===== config.mk =====
export PLATFORM = sky130hd
export DESIGN_NAME = ratio_update_sync
export DESIGN_NICKNAME = d
export VERILOG_FILES = /design/src/rtl/ratio_sync_pkg.sv /design/src/rtl/ratio_shadow.sv /design/src/rtl/ratio_sync_fsm.sv /design/src/rtl/ratio_update_sync.sv
export SDC_FILE = /design/constraint.sdc
export NUM_CORES = 1
export LEC_CHECK = 0
export BUFFER_PORTS_ARGS = -buffer_cell sky130_fd_sc_hd__buf_2
export CAP_MARGIN = 5
export CORE_MARGIN = 1.5
export CORE_UTILIZATION = 30
export CTS_CLUSTER_SIZE = 28
export DETAILED_ROUTE_END_ITERATION = 6
export PLACE_DENSITY = 0.61
export SLEW_MARGIN = 20
export SYNTH_ARGS = -nofsm -noshare
export SYNTH_HDL_FRONTEND = slang
export SYNTH_SLANG_ARGS = --single-unit

===== constraint.sdc =====
create_clock -name clk_i -period 1.7 [get_ports clk_i]
set_input_delay 0.085 -clock clk_i [delete_from_list [all_inputs] [get_ports clk_i]]
set_output_delay 0.085 -clock clk_i [all_outputs]
set_load 0.05 [all_outputs]

===== src/rtl/ratio_sync_pkg.sv =====
package ratio_sync_pkg;
    typedef enum logic [1:0] {
        S_RELOCK = 2'd0,
        S_IDLE   = 2'd1,
        S_XFER   = 2'd2
    } sync_state_t;
endpackage


===== src/rtl/ratio_shadow.sv =====
module ratio_shadow #(
    parameter int INT_W   = 13,
    parameter int FRAC_W  = 5,
    parameter int LTIME_W = 3
) (
    input  logic               clk_i,
    input  logic               rst_n_i,
    input  logic               wr_en_i,
    input  logic [INT_W-1:0]   wr_int_i,
    input  logic [FRAC_W-1:0]  wr_frac_i,
    input  logic               bypass_i,
    input  logic [LTIME_W-1:0] ltime_i,
    input  logic               launch_i,
    output logic [INT_W-1:0]   shd_int_o,
    output logic [FRAC_W-1:0]  shd_frac_o,
    output logic               pending_o,
    output logic               upd_err_o
);
    logic live_ok;
    assign live_ok = !bypass_i && (ltime_i != '0);

    always_ff @(posedge clk_i or negedge rst_n_i) begin
        if (!rst_n_i) begin
            shd_int_o  <= '0;
            shd_frac_o <= '0;
            pending_o  <= 1'b0;
            upd_err_o  <= 1'b0;
        end else if (wr_en_i) begin
            shd_int_o  <= wr_int_i;
            shd_frac_o <= wr_frac_i;
            if (live_ok) begin
                pending_o <= 1'b1;
            end else begin
                pending_o <= 1'b0;
                upd_err_o <= 1'b1;
            end
        end else if (launch_i) begin
            pending_o <= 1'b0;
        end
    end

    assert_readback_R1: assert property (@(posedge clk_i) disable iff (!rst_n_i)
        wr_en_i |=> (shd_int_o == $past(wr_int_i)) && (shd_frac_o == $past(wr_frac_i)));

    assert_err_sticky_R7: assert property (@(posedge clk_i) disable iff (!rst_n_i)
        upd_err_o |=> upd_err_o);

    assert_no_pend_on_bad_R7: assert property (@(posedge clk_i) disable iff (!rst_n_i)
        (wr_en_i && (bypass_i || ltime_i == '0)) |=> !pending_o);
endmodule


===== src/rtl/ratio_sync_fsm.sv =====
module ratio_sync_fsm
    import ratio_sync_pkg::*;
#(
    parameter int INT_W  = 13,
    parameter int FRAC_W = 5
) (
    input  logic              clk_i,
    input  logic              rst_n_i,
    input  logic              pending_i,
    input  logic [INT_W-1:0]  shd_int_i,
    input  logic [FRAC_W-1:0] shd_frac_i,
    input  logic              ack_i,
    input  logic              tmr_expire_i,
    output logic              launch_o,
    output logic              req_o,
    output logic              xfer_o,
    output logic [INT_W-1:0]  app_int_o,
    output logic [FRAC_W-1:0] app_frac_o,
    output logic              lock_o
);
    sync_state_t state_q, state_d;
    logic [INT_W-1:0]  xfer_int_q;
    logic [FRAC_W-1:0] xfer_frac_q;
    logic int_chg;
    logic done;

    assign int_chg = (xfer_int_q != app_int_o);
    assign done    = (state_q == S_XFER) && ack_i;

    always_comb begin
        state_d = state_q;
        unique case (state_q)
            S_RELOCK: if (pending_i)         state_d = S_XFER;
                      else if (tmr_expire_i) state_d = S_IDLE;
            S_IDLE:   if (pending_i)         state_d = S_XFER;
            S_XFER:   if (ack_i)             state_d = (int_chg || !lock_o) ? S_RELOCK : S_IDLE;
            default:                         state_d = S_RELOCK;
        endcase
    end

    always_ff @(posedge clk_i or negedge rst_n_i) begin
        if (!rst_n_i) state_q <= S_RELOCK;
        else          state_q <= state_d;
    end

    always_comb begin
        req_o    = (state_q == S_XFER);
        xfer_o   = (state_q == S_XFER);
        launch_o = pending_i && (state_q != S_XFER);
    end

    always_ff @(posedge clk_i or negedge rst_n_i) begin
        if (!rst_n_i) begin
            xfer_int_q  <= '0;
            xfer_frac_q <= '0;
            app_int_o   <= '0;
            app_frac_o  <= '0;
            lock_o      <= 1'b0;
        end else begin
            if (launch_o) begin
                xfer_int_q  <= shd_int_i;
                xfer_frac_q <= shd_frac_i;
            end
            if (done) begin
                app_int_o  <= xfer_int_q;
                app_frac_o <= xfer_frac_q;
                if (int_chg) lock_o <= 1'b0;
            end else if (state_q == S_RELOCK && tmr_expire_i && !pending_i) begin
                lock_o <= 1'b1;
            end
        end
    end

    assert_req_hold_R3: assert property (@(posedge clk_i) disable iff (!rst_n_i)
        (req_o && !ack_i) |=> req_o);

    assert_applied_stable_R3: assert property (@(posedge clk_i) disable iff (!rst_n_i)
        !(req_o && ack_i) |=> ($stable(app_int_o) && $stable(app_frac_o)));

    assert_lock_rise_R6: assert property (@(posedge clk_i) disable iff (!rst_n_i)
        $rose(lock_o) |-> $past(tmr_expire_i));

    assert_int_drop_R4: assert property (@(posedge clk_i) disable iff (!rst_n_i)
        (req_o && ack_i && (xfer_int_q != app_int_o)) |=> !lock_o);

    assert_frac_keep_R5: assert property (@(posedge clk_i) disable iff (!rst_n_i)
        (req_o && ack_i && (xfer_int_q == app_int_o) && lock_o) |=> lock_o);
endmodule


===== src/rtl/ratio_update_sync.sv =====
module ratio_update_sync #(
    parameter int INT_W   = 13,
    parameter int FRAC_W  = 5,
    parameter int LTIME_W = 3
) (
    input  logic               clk_i,
    input  logic               rst_n_i,
    input  logic               wr_en_i,
    input  logic [INT_W-1:0]   wr_int_i,
    input  logic [FRAC_W-1:0]  wr_frac_i,
    input  logic               bypass_i,
    input  logic [LTIME_W-1:0] ltime_i,
    input  logic               ack_i,
    input  logic               tmr_expire_i,
    output logic [INT_W-1:0]   rd_int_o,
    output logic [FRAC_W-1:0]  rd_frac_o,
    output logic               busy_o,
    output logic               req_o,
    output logic [INT_W-1:0]   app_int_o,
    output logic [FRAC_W-1:0]  app_frac_o,
    output logic               lock_o,
    output logic               upd_err_o
);
    logic pending, launch, xfer;

    ratio_shadow #(.INT_W(INT_W), .FRAC_W(FRAC_W), .LTIME_W(LTIME_W)) shadow_i (
        .clk_i(clk_i), .rst_n_i(rst_n_i), .wr_en_i(wr_en_i),
        .wr_int_i(wr_int_i), .wr_frac_i(wr_frac_i),
        .bypass_i(bypass_i), .ltime_i(ltime_i), .launch_i(launch),
        .shd_int_o(rd_int_o), .shd_frac_o(rd_frac_o),
        .pending_o(pending), .upd_err_o(upd_err_o)
    );

    ratio_sync_fsm #(.INT_W(INT_W), .FRAC_W(FRAC_W)) fsm_i (
        .clk_i(clk_i), .rst_n_i(rst_n_i), .pending_i(pending),
        .shd_int_i(rd_int_o), .shd_frac_i(rd_frac_o),
        .ack_i(ack_i), .tmr_expire_i(tmr_expire_i),
        .launch_o(launch), .req_o(req_o), .xfer_o(xfer),
        .app_int_o(app_int_o), .app_frac_o(app_frac_o), .lock_o(lock_o)
    );

    assign busy_o = pending || xfer;

    assert_req_in_busy_R2: assert property (@(posedge clk_i) disable iff (!rst_n_i)
        req_o |-> busy_o);
endmodule


==> results of run 1 <==
-- state kept, by name (all words and copies together), names as in the netlist --
name                 flops
fsm_i.xfer_frac_q        5
fsm_i.app_frac_o         5
shadow_i.shd_int_o      13
fsm_i.lock_o             1
shadow_i.shd_frac_o      5
fsm_i.app_int_o         13
fsm_i.state_q            2
shadow_i.upd_err_o       1
shadow_i.pending_o       1
fsm_i.xfer_int_q        13
-- power by group through the flow --
stage | clock network, W | logic (W) | registers [W]
after floorplan | 0 | 0.000734 | 0.00302
after global placement | 0 | 0.00213 | 0.00213
after detailed placement | 0 | 0.00215 | 0.00215
after CTS | 0.00135 | 0.00219 | 0.00212
after global routing | 0.00141 | 0.00228 | 0.00218
final | 0.00129 | 0.00216 | 0.00211
-- worst max-delay path by stage --
| stage | startpoint | endpoint | depth (start not counted) |
|---|---|---|---|
| after floorplan | fsm_i.app_int_o[5] | fsm_i.state_q[0] | 4 |
| after global placement | fsm_i.app_int_o[12] | fsm_i.state_q[0] | 4 |
| after detailed placement | fsm_i.app_int_o[12] | fsm_i.state_q[0] | 4 |
| after CTS | fsm_i.app_int_o[12] | fsm_i.state_q[0] | 4 |
| after global routing | fsm_i.app_int_o[12] | fsm_i.state_q[0] | 4 |
| final | fsm_i.app_int_o[12] | fsm_i.state_q[0] | 4 |
-- cells in the mapped netlist --
cell / n / area, sq um
xnor2_1: 13 / 113.9
nand2b_2: 1 / 8.760
nand2_2: 1 / 6.260
o21ai_0: 2 / 10.01
nand2_1: 3 / 11.26
mux2_2: 46 / 518.0
o31ai_1: 1 / 7.510
nand2_4: 1 / 11.26
nor3_1: 1 / 5.000
inv_2: 1 / 3.750
o32ai_2: 1 / 16.27
nor2_1: 3 / 11.26
mux2_4: 8 / 120.1
dfrtp_1: 59 / 1476
nand4_1: 3 / 18.77
buf_2: 1 / 5.000
a21oi_1: 1 / 5.000
inv_1: 2 / 7.510
o211ai_1: 1 / 7.510
buf_4: 1 / 7.510
buf_6: 1 / 11.26
nand2b_1: 1 / 6.260
or4_4: 1 / 11.26
o22ai_1: 1 / 6.260
clkbuf_1: 1 / 3.750
-- stage by stage --
step | std cells | setup WS (ns)
5_1_grt | 356 | 0.09167
3_5_place_dp | 322 | 0.1783
4_1_cts | 356 | 0.1589
3_3_place_gp | 322 | 0.1752
2_1_floorplan | 155 | 0.05283
6_report | 356 | 0.2007
-- per-layer routing --
layer,share of wire (%),vias up
li1,-,733
met3,5.0,6
met1,45,767
met5,0,-
met2,48,49
met4,1.4,0
-- cell usage in the layout (no fill, tap or decap) --
master         netlist  final
o31ai_1              1      1
nand2b_2             1      1
o21ai_0              2      2
nor3_1               1      1
or4_4                1      1
dlygate4sd3_1        0     20
a21oi_1              1      1
dfrtp_1             59     59
nor2_1               3      3
nand2_4              1      1
buf_2                1     66
xnor2_1             13     13
mux2_2              46     46
o32ai_2              1      1
buf_12               0      1
mux2_4               8      8
o22ai_1              1      1
o211ai_1             1      1
nand2_1              3      3
clkinv_2             0      1
nand2b_1             1      1
nand4_1              3      3
inv_2                1      1
inv_1                2      2
buf_4                1      2
bufinv_16            0      1
nand2_2              1      1
clkbuf_8             0     12
-- logic make-up (layout without fill, tap and decap cells) --
logic type                after synthesis  in the layout  share of synthesized area (%)
AOI/OAI and AO/OA                       7              7                          2.181
muxes                                  54             54                          26.48
buffers and inverters                   7            106                          1.609
xor gates and xnor gates               13             13                          4.725
DFF                                    59             59                          61.27
and+or+nand+nor                        15             15                          3.738
-- final cells by class --
type                            instances  area share [%]
Clock buffer                           12           5.042
Clock inverter                          2           1.070
Inverter                                3          0.3438
Multi-Input combinational cell         89           27.31
Sequential cell                        59           45.07
Tap cell                              102           3.896
Timing Repair Buffer                   89           17.27
-- critical path, cell delays in order (launching register included) --
cell and delay [ns]:
dfrtp_1 0.40, xnor2_1 0.18, nand4_1 0.16, or4_4 0.55, o32ai_2 0.13
-- repair_timing --
item | in CTS | in global routing
setup endpoints to repair | 0 | 0
endpoints found under the hold margin | 78 | 0
hold buffers | 20 | 0
==> impl_metrics.tcl, run 1 <==
set metrics [dict create \
    setup_tns_ns 0 \
    grt_pass1_wl_um 8086 \
    regArea_sq_mm 0.001476 \
    setup_violations 0 \
    fp.dieW_um 92.63 \
    worstHoldStart "bypass_i" \
    clk_pin_slew_ns 0.06 \
    gp_congestion 0.6432 \
    antenna_found_initial 0 \
    drive_gt1_share_pct 56.30 \
    rows 32 \
    initial_core_util_pct 31.02 \
    final-hold-violation-count 0 \
    p_comb_share_pct 38.8 \
    cts_setup_buffers 0 \
    ys_types 25 \
    top_usage_layer "met2" \
    ff2ff_path_depth 4 \
    rsz0062_at_grt "false" \
    worst_pin_slew_ns 0.5257 \
    leakage_nw 1.520 \
    layout.nets 278 \
    diodes 0 \
    dieHeight_um 92.63 \
    syn_to_final_growth_pct 35.93 \
    vias 1555 \
    multi_input_area_sq_um 894.6 \
    maxCapViolations 0 \
    use_met3_pct 4.598 \
    clkLatencyLatePin_ns 0.33 \
    grt_pass1_vias 1657 \
    start_kind "register" \
    relSlewSlack_pct 64.95 \
    numCtsBuffers 9 \
    worstHoldPathType "in2reg" \
    grtUsageMet2_pct 21.20 \
    routedWlPerCell_um 13.69 \
    swShare_pct 39.35 \
    cts_tree "yes" \
    cts_max_level 3 \
    period_needed_ns 1.499 \
    r2r-end "fsm_i.state_q[0]" \
    totalPowerFinal_w 0.005558 \
    ctsResizeCount 0 \
    holdPathEnd "shadow_i.upd_err_o" \
    finalCritPeriodShare_pct 88.19 \
    place_area_sq_mm 0.002875 \
    grt_usage_pct 12.53 \
    fin_util_pct 42.17 \
    skew_ns 0.005755 \
    synth_area_per_cell_sq_um 15.55 \
    core-area_sq_mm 0.007767 \
    numPortBuffers 66 \
    crit_path_end_kind "register" \
    synth_warnings 0 \
    switchingPower_w 0.002187 \
    cts.path.max_buffers 2 \
    fill_cells 755 \
    maxSlewViolCount 0 \
    grt_max_degree 60 \
    final_cell_area_sq_mm 0.003276 \
    arrival_ns 1.74 \
    fmax_mhz 667.0 \
    ys_seq_elements 59 \
    ant_nets 0 \
    use_met1_pct 14.36 \
    power_frac_seq_pct 38.0 \
    route.detailed.drc 0 \
    ctsRootBufferMaster "clkbuf_8" \
    clock-sinks 59 \
    status "finished, final reports clean" \
    intPower_w 0.003371 \
    reg2reg_slack_ns 0.20 \
    netlist_instances 155 \
    rr_startpoint "fsm_i.app_int_o[12]" \
    hold_depth 3 \
    synth_fp_nets 182 \
    powerDensity_mw_per_mm2 1697 \
    grt_remaining_overflow 0 \
    clkPwrFrac_pct 23.2 \
    drtIter0Drc 33 \
    routed_wl_um 4875 \
    worstPathMaxFanout 3 \
    routed_via_density 4.368 \
    firstDrtPassIters 4 \
    ios 67 \
    dieArea_sq_mm 0.008579 \
    fin_hold_ws_ns 0.02752 \
    cp.required_ns 1.94 \
    vdd_drop_max_mv 0.7437 \
    dp_hpwl_um 3117 \
    synth-seq-area-share_pct 61.27 \
    worst-setup-path-type "reg2reg" \
    mappedNetlistArea_sq_mm 0.002410 \
]
No activity file was read; power rests on OpenSTA's default activity.
==> run 2, diff against run 1 <==
--- a/config.mk
+++ b/config.mk
@@ -9,8 +9,10 @@
 export CAP_MARGIN = 5
 export CORE_MARGIN = 1.5
 export CORE_UTILIZATION = 30
+export CTS_CLUSTER_DIAMETER = 100
 export CTS_CLUSTER_SIZE = 28
 export DETAILED_ROUTE_END_ITERATION = 6
+export MAX_ROUTING_LAYER = met4
 export PLACE_DENSITY = 0.61
 export SLEW_MARGIN = 20
 export SYNTH_ARGS = -nofsm -noshare
==> run 2 against run 1 <==
Effect of this change:
- clock power is essentially flat
- global-route usage rose by 0.37 points
- power barely moved
==> impl_metrics.tcl, run 2 (same netlist as run 1, synthesis figures left out) <==
set metrics [dict create \
    finalCritPeriodShare_pct 88.14 \
    grt_usage_pct 12.90 \
    pre_cts_slack_ns 0.1783 \
    maxCapViolations 0 \
    routed_wl_um 4858 \
    routed_via_density 4.346 \
    worst_pin_slew_ns 0.5251 \
    vias 1547 \
    status "finished, final reports clean" \
    dieHeight_um 92.63 \
    fmax_mhz 667.4 \
    rsz0062_at_grt "false" \
    top_regs "fsm_i.app_int_o (13), fsm_i.xfer_int_q (13), shadow_i.shd_int_o (13)" \
    syn_to_final_growth_pct 35.93 \
    ctsHoldBuffers 20 \
    drive_gt1_share_pct 56.30 \
    numCtsBuffers 9 \
    setup_violations 0 \
    cts_max_level 3 \
    fin_util_pct 42.17 \
    rows 32 \
    fin_ws_ns 0.2017 \
    cts.path.max_buffers 2 \
    vdd_drop_max_mv 0.7457 \
    clkLatencyLatePin_ns 0.33 \
    grt_pass1_vias 1656 \
    initial_core_util_pct 31.02 \
    worst-setup-path-type "reg2reg" \
    hold_depth 3 \
    maxSlewViolCount 0 \
    place_area_sq_mm 0.002875 \
    grt_max_degree 60 \
    final_common_cell "buf_2" \
    drtIter0Drc 23 \
    dieArea_sq_mm 0.008579 \
    ios 67 \
    fin_hold_ws_ns 0.02992 \
    layout.nets 278 \
    ctsResizeCount 0 \
    ant_nets 0 \
    final_cell_mix "66 x buf_2, 59 x dfrtp_1, 46 x mux2_2" \
    grt_remaining_overflow 0 \
    relSlewSlack_pct 64.99 \
    ctsRootBufferMaster "clkbuf_8" \
    arrival_ns 1.74 \
    final-hold-violation-count 0 \
    period_needed_ns 1.498 \
    leakage_nw 1.520 \
    cts_tree "yes" \
    grt_pass1_wl_um 8086 \
    final_cell_area_sq_mm 0.003276 \
    setup_tns_ns 0 \
    gp_congestion 0.6487 \
    worstPathMaxFanout 3 \
    clk_pin_slew_ns 0.06 \
    start_kind "register" \
    routedWlPerCell_um 13.65 \
    core-area_sq_mm 0.007767 \
    dp_hpwl_um 3117 \
    worstHoldPathType "in2reg" \
    numPortBuffers 66 \
    antenna_found_initial 0 \
    fp.dieW_um 92.63 \
    ff2ff_path_depth 4 \
    clock-sinks 59 \
    cts_setup_buffers 0 \
    diodes 0 \
    crit_path_end_kind "register" \
    powerDensity_mw_per_mm2 1697 \
    skew_ns 0.005520 \
    firstDrtPassIters 4 \
    cp.required_ns 1.94 \
    route.detailed.drc 0 \
]
[run 2: cell counts in the layout (fill, tap and decap cells not counted)]
Identical to the previous run, type by type.
[run 2: cell type report]
cell class	count	area, sq um
repair buffers	89	565.5
inverters	3	11.26
flip-flops and latches	59	1476
fillers	755	4492
clock inverters	2	35.03
multi-input cells	89	894.6
clock buffers	12	165.2
well taps	102	127.6
[run 2: power by group]
group	switching, W	internal [W]
sequential	0.000307	0.00181
clock	0.000508	0.000778
combinational	0.00137	0.000786
total	0.00219	0.00337
[run 2: worst paths after layout]
kind / from / end / slack, ns
min in group asynchronous: rst_n_i / fsm_i.app_int_o[6] / 0.30
max: fsm_i.app_int_o[12] / fsm_i.state_q[0] / 0.20
max reg2reg: fsm_i.app_int_o[12] / fsm_i.state_q[0] / 0.20
min: bypass_i / shadow_i.upd_err_o / 0.03
max in group asynchronous: rst_n_i / fsm_i.xfer_frac_q[4] / 1.14
min reg2reg: shadow_i.upd_err_o / shadow_i.upd_err_o / 0.47
[run 2: stage by stage]
step | cells | power (W)
6_report | 356 | 0.005558
5_1_grt | 356 | 0.005864
4_1_cts | 356 | 0.005656
3_5_place_dp | 322 | 0.004296
3_3_place_gp | 322 | 0.004260
2_1_floorplan | 155 | 0.003757
[run 2: per-layer routing]
layer  track usage (%)  vias to the layer above  wire length, um
met1             14.52                      758             2237
met4             4.924                        0               56
li1                  -                      733                -
met3             4.433                        8              226
met2             21.20                       48             2337
met5                 -                        -                0
[run 2: critical path, cell delays in order (launching register included)]
cell	delay, ns
dfrtp_1	0.40
xnor2_1	0.18
nand4_1	0.16
or4_4	0.55
o32ai_2	0.13
==> run 3, diff against run 2 <==
--- a/config.mk
+++ b/config.mk
@@ -14,6 +14,7 @@
 export DETAILED_ROUTE_END_ITERATION = 6
 export MAX_ROUTING_LAYER = met4
 export PLACE_DENSITY = 0.61
+export RECOVER_POWER = 100
 export SLEW_MARGIN = 20
 export SYNTH_ARGS = -nofsm -noshare
 export SYNTH_HDL_FRONTEND = slang
==> run 3 against run 2 <==
Effect of this change:
- via count is 0.13% higher
- sequential share of layout area is 1.5 points higher
- global-route usage unchanged
- flip-flop and latch count stayed put
- combinational power shrank 7%
- die area stayed put
- clock-buffer cell count unchanged
- largest power group is now registers
- non-clock buffer count is the same
- first-iteration DRC count is 17% lower
- register-to-register slack lost 0.02 ns
==> impl_metrics.tcl, run 3 (same netlist as run 1, synthesis figures left out) <==
set metrics [dict create \
    status "finished, final reports clean" \
    worst-setup-path-type "reg2reg" \
    worstPathMaxFanout 3 \
    leakage_nw 1.371 \
    worstHoldPathType "in2reg" \
    clock-sinks 59 \
    layout.nets 278 \
    final-hold-violation-count 0 \
    drive_gt1_share_pct 37.01 \
    syn_to_final_growth_pct 31.67 \
    rows 32 \
    place_area_sq_mm 0.002875 \
    initial_core_util_pct 31.02 \
    firstDrtPassIters 3 \
    clk_pin_slew_ns 0.06 \
    fmax_mhz 659.2 \
    multi_input_area_sq_um 854.6 \
    grt_pass1_wl_um 8086 \
    final_common_cell "dfrtp_1" \
    ant_nets 0 \
    fill_cells 778 \
    gp_congestion 0.6487 \
    cts_max_level 3 \
    pre_cts_slack_ns 0.1783 \
    powerDensity_mw_per_mm2 1698 \
    cts_tree "yes" \
    regArea_sq_mm 0.001476 \
    ctsRootBufferMaster "clkbuf_8" \
    ios 67 \
    grt_usage_pct 12.90 \
    vdd_drop_max_mv 0.7479 \
    antenna_found_initial 0 \
    drtIter0Drc 19 \
    cp.required_ns 1.93 \
    final_cell_mix "59 x dfrtp_1, 46 x mux2_2, 38 x clkbuf_1" \
    vias 1549 \
    ctsResizeCount 0 \
    period_needed_ns 1.517 \
    dieHeight_um 92.63 \
    routed_via_density 4.351 \
    setup_violations 0 \
    arrival_ns 1.75 \
    rsz0062_at_grt "false" \
    maxSlewViolCount 0 \
    grt_max_degree 60 \
    setup_tns_ns 0 \
    routed_wl_um 4822 \
    fin_ws_ns 0.1830 \
    fin_util_pct 40.85 \
    cts_setup_buffers 0 \
    fp.dieW_um 92.63 \
    skew_ns 0.005929 \
    numCtsBuffers 9 \
    final_cell_area_sq_mm 0.003173 \
    fin_hold_ws_ns 0.02946 \
    core-area_sq_mm 0.007767 \
    ff2ff_path_depth 4 \
    crit_path_end_kind "register" \
    hold_depth 3 \
    numPortBuffers 66 \
    clkLatencyLatePin_ns 0.33 \
    top_regs "fsm_i.app_int_o (13), fsm_i.xfer_int_q (13), shadow_i.shd_int_o (13)" \
    dieArea_sq_mm 0.008579 \
    relSlewSlack_pct 46.37 \
    diodes 0 \
    worst_pin_slew_ns 0.8045 \
    route.detailed.drc 0 \
    routedWlPerCell_um 13.54 \
    dp_hpwl_um 3117 \
    start_kind "register" \
    finalCritPeriodShare_pct 89.24 \
    grt_pass1_vias 1656 \
    maxCapViolations 0 \
    cts.path.max_buffers 2 \
    grt_remaining_overflow 0 \
]
[run 3: changes by cell type in the layout (fill, tap and decap cells not counted), moves of 3 or more]
cell,before,now
clkbuf_1,0,38
buf_2,66,26
mux2_4,8,1
clkbuf_2,0,3
mux2_1,0,7
[run 3: timing repair]
action,in CTS,in global routing
hold endpoints to repair,78,0
hold buffers,20,0
setup endpoints to repair,0,0
[run 3: final cells by class]
class | instances | area share (%)
Timing Repair Buffer | 89 | 15.85
Sequential cell | 59 | 46.53
Multi-Input combinational cell | 89 | 26.93
Clock buffer | 12 | 5.205
Inverter | 3 | 0.3549
Clock inverter | 2 | 1.104
Tap cell | 102 | 4.022
[run 3: metrics by stage]
stage | cells | total power, W
after detailed placement | 322 | 0.004296
after global placement | 322 | 0.004260
after global routing | 356 | 0.005703
final | 356 | 0.005389
after floorplan | 155 | 0.003757
after CTS | 356 | 0.005656
[run 3: worst paths after layout]
| kind | to | slack, ns | start |
|---|---|---|---|
| setup reg to reg | fsm_i.state_q[0] | 0.18 | fsm_i.app_int_o[12] |
| setup / recovery | fsm_i.state_q[0] | 0.18 | fsm_i.app_int_o[12] |
| hold / removal | shadow_i.upd_err_o | 0.03 | bypass_i |
| hold reg to reg | shadow_i.upd_err_o | 0.47 | shadow_i.upd_err_o |
| min in group asynchronous | shadow_i.shd_int_o[6] | 0.50 | rst_n_i |
| max in group asynchronous | shadow_i.shd_frac_o[1] | 0.68 | rst_n_i |
[run 3: routing by layer]
metal,global-route usage (%),share of wire [%]
met1,14.52,45
met4,4.924,0.91
met5,-,0
met2,21.20,49
met3,4.433,4.6
[run 3: worst max-delay path, stage by stage (launching register included)]
cell and delay (ns):
dfrtp_1 0.40, xnor2_1 0.18, nand4_1 0.15, or4_1 0.55
o32ai_1 0.14
[run 3: where the power goes]
part / switching (W) / internal (W) / total [W]
sequential: 0.000306 / 0.00181 / 0.00211
clock: 0.000504 / 0.000778 / 0.00128
combinational: 0.00136 / 0.000633 / 0.00200
total: 0.00217 / 0.00322 / 0.00539
